**src/rtl/clkdist_pkg.sv**
```systemverilog
package clkdist_pkg;

    localparam int WORD_W   = 16;
    localparam int NUM_WORDS = 6;
    localparam int IDX_W    = 3;

    localparam logic [WORD_W-1:0] SRC_OSC_WORD  = 16'h1AFF;
    localparam logic [WORD_W-1:0] SRC_COAX_WORD = 16'h1DFF;

    // Largest half period (in system cycles) such that the serial clock is
    // not slower than the minimum rate and 16 bits plus one idle serial
    // period fit inside one word slot.
    function automatic int calc_half(input int sys_hz, input int ser_hz, input int word_cyc);
        int best;
        best = 1;
        for (int h = 16; h >= 1; h--) begin
            if ((2 * h * ser_hz <= sys_hz) && ((2 * WORD_W + 2) * h <= word_cyc) && (best == 1) && (h > 1))
                best = h;
        end
        return best;
    endfunction

endpackage

```
**src/rtl/clkdist_word_sel.sv**
```systemverilog
module clkdist_word_sel
    import clkdist_pkg::*;
#(
    parameter bit                      FROM_PIN = 1'b0,
    parameter bit                      SRC_COAX = 1'b0,
    parameter logic [3:0][WORD_W-1:0]  OUT_MODES = '0,
    parameter logic [WORD_W-1:0]       FWD_MODE = '0
) (
    input  logic              pin_q,
    input  logic [IDX_W-1:0]  idx,
    output logic [WORD_W-1:0] word
);

    logic use_coax;

    generate
        if (FROM_PIN) begin : g_pin_src
            assign use_coax = pin_q;
        end else begin : g_param_src
            logic unused_pin;
            assign unused_pin = pin_q;
            assign use_coax   = SRC_COAX;
        end
    endgenerate

    always_comb begin
        case (idx)
            3'd0:    word = use_coax ? SRC_COAX_WORD : SRC_OSC_WORD;
            3'd1:    word = OUT_MODES[0];
            3'd2:    word = OUT_MODES[1];
            3'd3:    word = OUT_MODES[2];
            3'd4:    word = OUT_MODES[3];
            3'd5:    word = FWD_MODE;
            default: word = '0;
        endcase
    end

endmodule

```
**src/rtl/clkdist_ser_tx.sv**
```systemverilog
module clkdist_ser_tx
    import clkdist_pkg::*;
#(
    parameter int WORD_CYC = 40,
    parameter int HALF     = 1
) (
    input  logic              clk,
    input  logic              rst,
    input  logic              start,
    input  logic [WORD_W-1:0] word,
    output logic [IDX_W-1:0]  idx,
    output logic              cs_n,
    output logic              sclk,
    output logic              dat,
    output logic              done
);

    localparam int CNT_W   = $clog2(WORD_CYC);
    localparam int BIT_CYC = 2 * HALF;
    localparam logic [CNT_W-1:0] CNT_LAST = CNT_W'(WORD_CYC - 1);
    localparam logic [CNT_W-1:0] LOW_END  = CNT_W'(WORD_W * BIT_CYC);
    localparam logic [CNT_W-1:0] BIT_CYC_C = CNT_W'(BIT_CYC);
    localparam logic [CNT_W-1:0] HALF_C    = CNT_W'(HALF);
    localparam logic [IDX_W-1:0] IDX_LAST  = IDX_W'(NUM_WORDS - 1);

    typedef struct packed {
        logic             busy;
        logic             done;
        logic [IDX_W-1:0] idx;
        logic [CNT_W-1:0] cnt;
    } tx_state_t;

    tx_state_t st_d, st_q;

    always_comb begin
        st_d = st_q;
        if (!st_q.busy && !st_q.done && start) begin
            st_d.busy = 1'b1;
            st_d.idx  = '0;
            st_d.cnt  = '0;
        end else if (st_q.busy) begin
            if (st_q.cnt == CNT_LAST) begin
                st_d.cnt = '0;
                if (st_q.idx == IDX_LAST) begin
                    st_d.busy = 1'b0;
                    st_d.done = 1'b1;
                end else begin
                    st_d.idx = st_q.idx + 1'b1;
                end
            end else begin
                st_d.cnt = st_q.cnt + 1'b1;
            end
        end
    end

    always_ff @(posedge clk) begin
        if (rst) st_q <= '0;
        else     st_q <= st_d;
    end

    logic             frame;
    logic [3:0]       bit_no;
    logic [CNT_W-1:0] phase;

    always_comb begin
        frame  = st_q.busy && (st_q.cnt < LOW_END);
        bit_no = 4'(st_q.cnt / BIT_CYC_C);
        phase  = st_q.cnt % BIT_CYC_C;
        cs_n   = !frame;
        sclk   = frame && (phase >= HALF_C);
        dat    = frame ? word[4'd15 - bit_no] : 1'b0;
        idx    = st_q.idx;
        done   = st_q.done;
    end

    a_r7_sclk_idle_low: assert property (@(posedge clk) disable iff (rst)
        cs_n |-> !sclk);
    a_r7_dat_held_high: assert property (@(posedge clk) disable iff (rst)
        sclk |-> $stable(dat));
    a_r8_cs_gap: assert property (@(posedge clk) disable iff (rst)
        $rose(cs_n) |=> cs_n);
    a_r10_done_sticky: assert property (@(posedge clk) disable iff (rst)
        done |=> done && cs_n);

endmodule

```
**src/rtl/clkdist_boot_cfg.sv**
```systemverilog
module clkdist_boot_cfg
    import clkdist_pkg::*;
#(
    parameter int                     SYS_CLK_HZ      = 100_000_000,
    parameter int                     SER_MIN_HZ      = 25_000_000,
    parameter int                     WORD_CYC        = 40,
    parameter bit                     RF_SRC_FROM_PIN = 1'b0,
    parameter bit                     LG_SRC_FROM_PIN = 1'b0,
    parameter bit                     RF_SRC_COAX     = 1'b0,
    parameter bit                     LG_SRC_COAX     = 1'b0,
    parameter logic [3:0][WORD_W-1:0] RF_OUT_MODES    = {16'h01FF, 16'h1EFF, 16'h1EFF, 16'h01FF},
    parameter logic [3:0][WORD_W-1:0] LG_OUT_MODES    = {16'h08FF, 16'h08FF, 16'h02FF, 16'h02FF},
    parameter logic [WORD_W-1:0]      RF_FWD_MODE     = 16'h0BFF,
    parameter logic [WORD_W-1:0]      LG_FWD_MODE     = 16'h1FFF
) (
    input  logic clk,
    input  logic rst,
    input  logic rf_src_pin,
    input  logic lg_src_pin,
    output logic rf_ser_dat,
    output logic rf_ser_cs_n,
    output logic rf_ser_en,
    output logic rf_ser_sclk,
    output logic lg_ser_dat,
    output logic lg_ser_cs_n,
    output logic lg_ser_en,
    output logic lg_ser_sclk,
    output logic config_invalid
);

    localparam int HALF   = calc_half(SYS_CLK_HZ, SER_MIN_HZ, WORD_CYC);
    localparam int NCHAIN = 2;

    typedef struct packed {
        logic             en;
        logic             started;
        logic [NCHAIN-1:0] sel;
    } boot_state_t;

    boot_state_t bs_d, bs_q;

    always_comb begin
        bs_d         = bs_q;
        bs_d.en      = 1'b1;
        bs_d.started = 1'b1;
        if (!bs_q.started)
            bs_d.sel = {lg_src_pin, rf_src_pin};
    end

    always_ff @(posedge clk) begin
        if (rst) bs_q <= '0;
        else     bs_q <= bs_d;
    end

    logic [NCHAIN-1:0] ch_cs_n, ch_sclk, ch_dat, ch_done;

    for (genvar c = 0; c < NCHAIN; c++) begin : g_chain
        logic [IDX_W-1:0]  idx;
        logic [WORD_W-1:0] word;

        clkdist_word_sel #(
            .FROM_PIN (c == 0 ? RF_SRC_FROM_PIN : LG_SRC_FROM_PIN),
            .SRC_COAX (c == 0 ? RF_SRC_COAX : LG_SRC_COAX),
            .OUT_MODES(c == 0 ? RF_OUT_MODES : LG_OUT_MODES),
            .FWD_MODE (c == 0 ? RF_FWD_MODE : LG_FWD_MODE)
        ) u_word_sel (
            .pin_q(bs_q.sel[c]),
            .idx  (idx),
            .word (word)
        );

        clkdist_ser_tx #(
            .WORD_CYC(WORD_CYC),
            .HALF    (HALF)
        ) u_ser_tx (
            .clk  (clk),
            .rst  (rst),
            .start(bs_q.started),
            .word (word),
            .idx  (idx),
            .cs_n (ch_cs_n[c]),
            .sclk (ch_sclk[c]),
            .dat  (ch_dat[c]),
            .done (ch_done[c])
        );
    end

    always_comb begin
        rf_ser_dat     = ch_dat[0];
        rf_ser_cs_n    = ch_cs_n[0];
        rf_ser_sclk    = ch_sclk[0];
        rf_ser_en      = bs_q.en;
        lg_ser_dat     = ch_dat[1];
        lg_ser_cs_n    = ch_cs_n[1];
        lg_ser_sclk    = ch_sclk[1];
        lg_ser_en      = bs_q.en;
        config_invalid = !(&ch_done);
    end

    a_r2_en_held: assert property (@(posedge clk) disable iff (rst)
        rf_ser_en |=> rf_ser_en && lg_ser_en);
    a_r4_sel_frozen: assert property (@(posedge clk) disable iff (rst)
        bs_q.started |=> $stable(bs_q.sel));
    a_r10_valid_sticky: assert property (@(posedge clk) disable iff (rst)
        !config_invalid |=> !config_invalid);
    a_r10_idle_when_valid: assert property (@(posedge clk) disable iff (rst)
        !config_invalid |-> rf_ser_cs_n && lg_ser_cs_n);

endmodule

```
**config.mk**
```make
export PLATFORM = sky130hd
export DESIGN_NAME = clkdist_boot_cfg
export DESIGN_NICKNAME = d
export VERILOG_FILES = /design/src/rtl/clkdist_pkg.sv /design/src/rtl/clkdist_word_sel.sv /design/src/rtl/clkdist_ser_tx.sv /design/src/rtl/clkdist_boot_cfg.sv
export SDC_FILE = /design/constraint.sdc
export NUM_CORES = 1
export LEC_CHECK = 0
export BUFFER_PORTS_ARGS = -buffer_cell sky130_fd_sc_hd__buf_2
export CORE_ASPECT_RATIO = 1.2
export CORE_MARGIN = 2
export CORE_UTILIZATION = 40
export CTS_CLUSTER_SIZE = 40
export DETAILED_ROUTE_END_ITERATION = 12
export GPL_TIMING_DRIVEN = 0
export PLACE_DENSITY = 0.6
export SLEW_MARGIN = 40
export SYNTH_ARGS = -nofsm -noshare
export SYNTH_HDL_FRONTEND = slang
export SYNTH_HIERARCHICAL = 1
export SYNTH_SLANG_ARGS = --single-unit
```
**constraint.sdc**
```tcl
create_clock -name clk -period 2.35 [get_ports clk]
set_input_delay 0.1175 -clock clk [delete_from_list [all_inputs] [get_ports clk]]
set_output_delay 0.1175 -clock clk [all_outputs]
set_load 0.05 [all_outputs]
```
==> results of run 1 <==
-- registers in the layout, summed over array words and instances (netlist names) --
register	flops
g_chain.u_ser_tx/idx	6
g_chain.u_ser_tx/done	2
g_chain.u_ser_tx/st_q	14
lg_ser_en	1
-- metal layers --
| metal | global-route usage | share of wire | vias up |
|---|---|---|---|
| met5 | 0 | 0 | - |
| met4 | 0.0370 | 0.0068 | 0 |
| met3 | 0.0135 | 0.017 | 2 |
| met2 | 0.251 | 0.50 | 12 |
| met1 | 0.161 | 0.47 | 559 |
| li1 | - | - | 665 |
-- layout make-up --
class,count,area (sq um),share of cell area
plain buffers,37,275,0.146
clock buffers,3,41.3,0.0219
clock inverters,1,5.00,0.00265
inverters,11,41.3,0.0219
multi-input cells,129,932,0.494
flip-flops and latches,23,467,0.247
well taps,54,67.6,0.0358
repair buffers,10,58.8,0.0311
-- through the flow --
step	area [sq um]	power, mW	std cells	hold WS (ns)
2_1_floorplan	1690	0.491	200	0.174
3_3_place_gp	1810	0.510	264	0.341
3_5_place_dp	1810	0.510	264	0.343
4_1_cts	1860	0.754	268	0.0726
5_1_grt	1890	0.780	268	0.0816
6_report	1890	0.743	268	0.0752
-- how the worst max path moves through the flow --
stage	cells past startpoint	slack [ns]	to
6_report	8	0.1	lg_ser_dat
3_5_place_dp	9	0.23	rf_ser_dat
5_1_grt	8	0.004	lg_ser_dat
2_1_floorplan	8	0.26	rf_ser_dat
4_1_cts	8	0.002	lg_ser_dat
3_3_place_gp	9	0.25	rf_ser_dat
-- power groups by stage --
| stage | combinational, mW | clock [mW] | sequential (mW) |
|---|---|---|---|
| floorplan | 0.0778 | 0 | 0.413 |
| global placement | 0.0985 | 0 | 0.411 |
| detailed placement | 0.0986 | 0 | 0.411 |
| CTS | 0.0996 | 0.252 | 0.402 |
| global route | 0.110 | 0.268 | 0.402 |
| finish | 0.100 | 0.242 | 0.400 |
-- critical path: stages (launching register included) --
cell	delay, ns
dfxtp_1	0.38
buf_4	0.16
and3b_1	0.18
buf_4	0.13
mux4_2	0.46
o22ai_1	0.15
a311o_1	0.16
a21oi_2	0.06
clkbuf_4	0.21
==> metrics.md, run 1 <==
| Metric | Value |
|---|---|
| Status | `complete, no violations` |
| Hold Path Depth | `2` |
| GPL Wtd Cong | `0.703` |
| Finish-stage setup viols | `0` |
| Diodes inserted | `0` |
| CP Launch Type | `flip-flop` |
| Die height | `~75 um` |
| Ratio of final minimum period to clock period | `0.959` |
| H-tree depth | `1` |
| PostCTS Resize Cnt | `2` |
| Hold Path Sink | `lg_ser_en` |
| Worst hold path type | `input pin to flip-flop` |
| Gr usage total | `0.132` |
| Final Util | `0.475` |
| Hold buffers post-CTS | `0` |
| Final worst slack | `between 0.09 and 0.1 ns` |
| Synth Instances | `a little under 200` |
| Via density | `approximately 4.6` |
| Post-DRT Antenna Nets | `0` |
| Clk root buf | `clkbuf_8` |
| RSZ-0062 raised after global routing | `false` |
| Vias in the first global route | `roughly 1,200` |
| R2R cell count | `6` |
| Port Buffers | `10` |
| Clock Path Buffers | `2` |
| Critical path type | `flip-flop to primary output` |
| Reg-to-Reg End | `g_chain[0].u_ser_tx/st_q[1]` |
| Post-DP HPWL | `2090 um` |
| Residual DRC | `0` |
| Fin crit period | `between 2 and 2.5 ns` |
| Largest net degree at the start of global routing | `14` |
| Starting DRT DRC Count | `37` |
| First-pass GRT wire length | `approximately 5100 um` |
| Number of core rows | `25` |
| CP Capture Type | `primary output` |
| CORE AREA | `roughly 0.004 sq mm` |
| Combinational share of power | `0.135` |
| P_sw | `roughly 190 uW` |
| Drt pass-1 iters | `4` |
| Mapped cell area | `around 0.0017 sq mm` |
| Seq pwr share | `0.539` |
| Lkg Pwr | `around 0.74 nW` |
| IO Count | `13` |
| Global route overflow | `0` |
| CP Data Arrival Time | `2.14 ns` |
| Via count | `between 1,000 and 1,500` |
| Final #Nets | `roughly 230` |
| Total CTS buffers | `3` |
| # fillers | `415` |
| Clk_lat worst skew | `between 0.2 and 0.3 ns` |
| CP required | `between 2 and 2.5 ns` |
| Switching Fraction | `0.256` |
| HP Start | `rst` |
| Clock tree sinks | `23` |
| Setup TNS | `0 ns` |
| Crit Reg-Reg Startpoint | `g_chain[0].u_ser_tx/st_q[0]` |
| Die area | `approximately 0.0047 sq mm` |
| Post-CTS Setup Bufs | `0` |
| Reg2Reg Setup Slack | `approximately 0.83 ns` |
| Layout cells sized above 1 | `0.322` |
| Synth warn | `6` |
| Critical path peak fanout | `5` |
| Commonest non-fill, non-tap cell in the layout | `buf_4` |
| Final WL | `between 2000 and 3000 um` |
| Final Max Tran Viols | `0` |
| Max VDD drop | `0.257 mV` |
| Setup crit start | `g_chain[1].u_ser_tx/idx[1]` |
| Synthesized area per cell | `between 8 and 9 sq um` |
| Initial antenna violation count | `0` |
| Internal power | `~550 uW` |
| Power per cell area | `394 mW/mm^2` |
| Clk slew on worst S/H paths | `about 0.080 ns` |
| Area Growth Syn to Fin | `12.6%` |
| Commonest cells after routing, fill and taps aside | `buf_4, nor2_1, dfxtp_1` |
| Layout Skew | `0.00238 ns` |
| Worst slack, placed | `about 0.23 ns` |
| Final hold violations | `0` |
| CTS tree | `built` |
| Max Cap Viol | `0` |
| Starting Density | `0.422` |
| Fmax | `approximately 440 MHz` |
| WL/cell | `between 10 and 15 um` |
| Die width | `about 63 um` |
| Clock share of power | `0.326` |
Power figures use the tool's default switching activity.
==> inputs of run 2 (changes only) <==
==> constraint.sdc (replaced) <==
create_clock -name clk -period 2.35 [get_ports clk]
set_input_delay 0.47 -clock clk [delete_from_list [all_inputs] [get_ports clk]]
set_output_delay 0.47 -clock clk [all_outputs]
set_load 0.05 [all_outputs]
==> run 2 against run 1 <==
Fmax shrank 2.6%. Hold slack gained 0.36 ns. Sequential share of layout area shrank 0.12 points. Critical path type unchanged. Via count increased by 2.6%. Largest power group unchanged. Highest routed layer unchanged. First-iteration DRC count down 27%. Critical path depth down 1. Clock power shrank 2%.
==> metrics.md, run 2 (synthesized netlist as in run 1, its figures left out) <==
| Metric | Value |
|---|---|
| Status | `complete, no violations` |
| Via density | `approximately 4.7` |
| Worst hold path type | `input pin to flip-flop` |
| Global route overflow | `0` |
| Commonest cells after routing, fill and taps aside | `buf_4, nor2_1, dfxtp_1` |
| CORE AREA | `between 0.003 and 0.004 sq mm` |
| Clock Path Buffers | `2` |
| Initial antenna violation count | `0` |
| Die width | `63.1 um` |
| CP required | `about 1.9 ns` |
| Die height | `~75 um` |
| Port Buffers | `10` |
| WL/cell | `11.1 um` |
| Starting Density | `0.422` |
| Clk_lat worst skew | `0.26 ns` |
| Max VDD drop | `between 0.15 and 0.2 mV` |
| Area Growth Syn to Fin | `16.5%` |
| Final Util | `0.492` |
| Final WL | `a little under 3000 um` |
| # fillers | `approximately 410` |
| Critical path peak fanout | `5` |
| Post-DP HPWL | `about 2100 um` |
| Final #Nets | `roughly 230` |
| Finished Cell Area | `between 0.0015 and 0.002 sq mm` |
| Diodes inserted | `0` |
| First-pass GRT wire length | `between 4000 and 5000 um` |
| Placed cell areas | `about 0.0018 sq mm` |
| Layout cells sized above 1 | `0.350` |
| Residual DRC | `0` |
| CTS tree | `built` |
| Critical path type | `flip-flop to primary output` |
| Commonest non-fill, non-tap cell in the layout | `buf_4` |
| Vias in the first global route | `about 1,200` |
| Clk slew on worst S/H paths | `0.08 ns` |
| Final std cells w/o fill | `between 200 and 300` |
| GPL Wtd Cong | `between 0.7 and 0.8` |
| Final hold violations | `0` |
| H-tree depth | `1` |
| IO Count | `13` |
| Layout Skew | `about 0.0024 ns` |
| Total CTS buffers | `3` |
| Starting DRT DRC Count | `27` |
| PnR Total Power | `around 740 uW` |
| Via count | `approximately 1,300` |
| Max Cap Viol | `0` |
| Fin crit period | `roughly 2.3 ns` |
| Drt pass-1 iters | `4` |
| # placed instances | `approximately 260` |
| Largest net degree at the start of global routing | `13` |
| Die area | `0.00473 sq mm` |
| Clock tree sinks | `23` |
| CP Data Arrival Time | `between 1.5 and 2 ns` |
| Hold buffers post-CTS | `0` |
| Finish-stage setup viols | `0` |
| Power per cell area | `377 mW/mm^2` |
| Lkg Pwr | `just under 0.8 nW` |
| RSZ-0062 raised after global routing | `true` |
| Final hold slack | `approximately 0.43 ns` |
| Final Max Tran Viols | `0` |
| Gr usage total | `0.130` |
| Max reg flops | `14` |
| Reg2Reg Setup Slack | `about 0.85 ns` |
| Hold Path Depth | `2` |
| Post-DRT Antenna Nets | `0` |
| Number of core rows | `25` |
| CP Capture Type | `primary output` |
| Ratio of final minimum period to clock period | `0.985` |
| R2R cell count | `6` |
| Clk root buf | `clkbuf_8` |
| CP Launch Type | `flip-flop` |
| Fmax | `432 MHz` |
| Reg with most FFs | `g_chain.u_ser_tx/st_q` |
-- run 2: worst paths after layout --
path	endpoint	start
worst min register to register	g_chain[0].u_ser_tx/done	g_chain[0].u_ser_tx/done
worst max register to register	g_chain[0].u_ser_tx/idx[1]	g_chain[0].u_ser_tx/st_q[0]
worst min-delay path	lg_ser_en	rst
worst max-delay path	rf_ser_dat	g_chain[0].u_ser_tx/idx[1]
-- run 2: repair_timing --
| item | CTS | global route |
|---|---|---|
| buffers inserted | 8 | 0 |
| endpoints found under the setup margin | 2 | 2 |
| pin swaps | 8 | 0 |
| gates resized for setup | 21 | 5 |
-- run 2: cell type report --
| class | instances | area (sq um) | area share |
|---|---|---|---|
| timing repair buffer | 18 | 123 | 0.0628 |
| inverter | 11 | 41.3 | 0.0211 |
| tap | 54 | 67.6 | 0.0346 |
| buffer | 29 | 215 | 0.110 |
| multi-input combinational | 129 | 981 | 0.502 |
| sequential | 23 | 480 | 0.246 |
| clock buffer | 4 | 45.0 | 0.0231 |
-- run 2: routing by layer --
metal | routed length [um] | vias up | track usage
met5 | 0 | - | 0
met4 | 15 | 0 | 0.0444
met3 | 56 | 2 | 0.0149
met2 | 1540 | 9 | 0.245
met1 | 1350 | 592 | 0.155
li1 | - | 667 | -
-- run 2: critical path, cell delays in order (launching register included) --
cell and delay (ns):
dfxtp_4 0.38, nor2b_4 0.15, xnor2_2 0.08, mux4_2 0.45, o22ai_1 0.12, a311o_1 0.18
a21oi_4 0.07, buf_6 0.15
-- run 2: stage by stage --
step	setup TNS, ns	setup WS [ns]
after floorplan	0	0.0142
after global placement	-0.112	-0.112
after detailed placement	-0.148	-0.141
after CTS	0	0.0141
after global routing	-0.0605	-0.0314
final	0	0.0361
-- run 2: power breakdown --
group          internal, mW  switching [mW]  leakage, nW  total, mW
clock network         0.121           0.117       0.0228      0.238
logic                0.0404          0.0623        0.572      0.103
registers             0.390         0.00530        0.191      0.396
total                 0.552           0.185        0.786      0.737
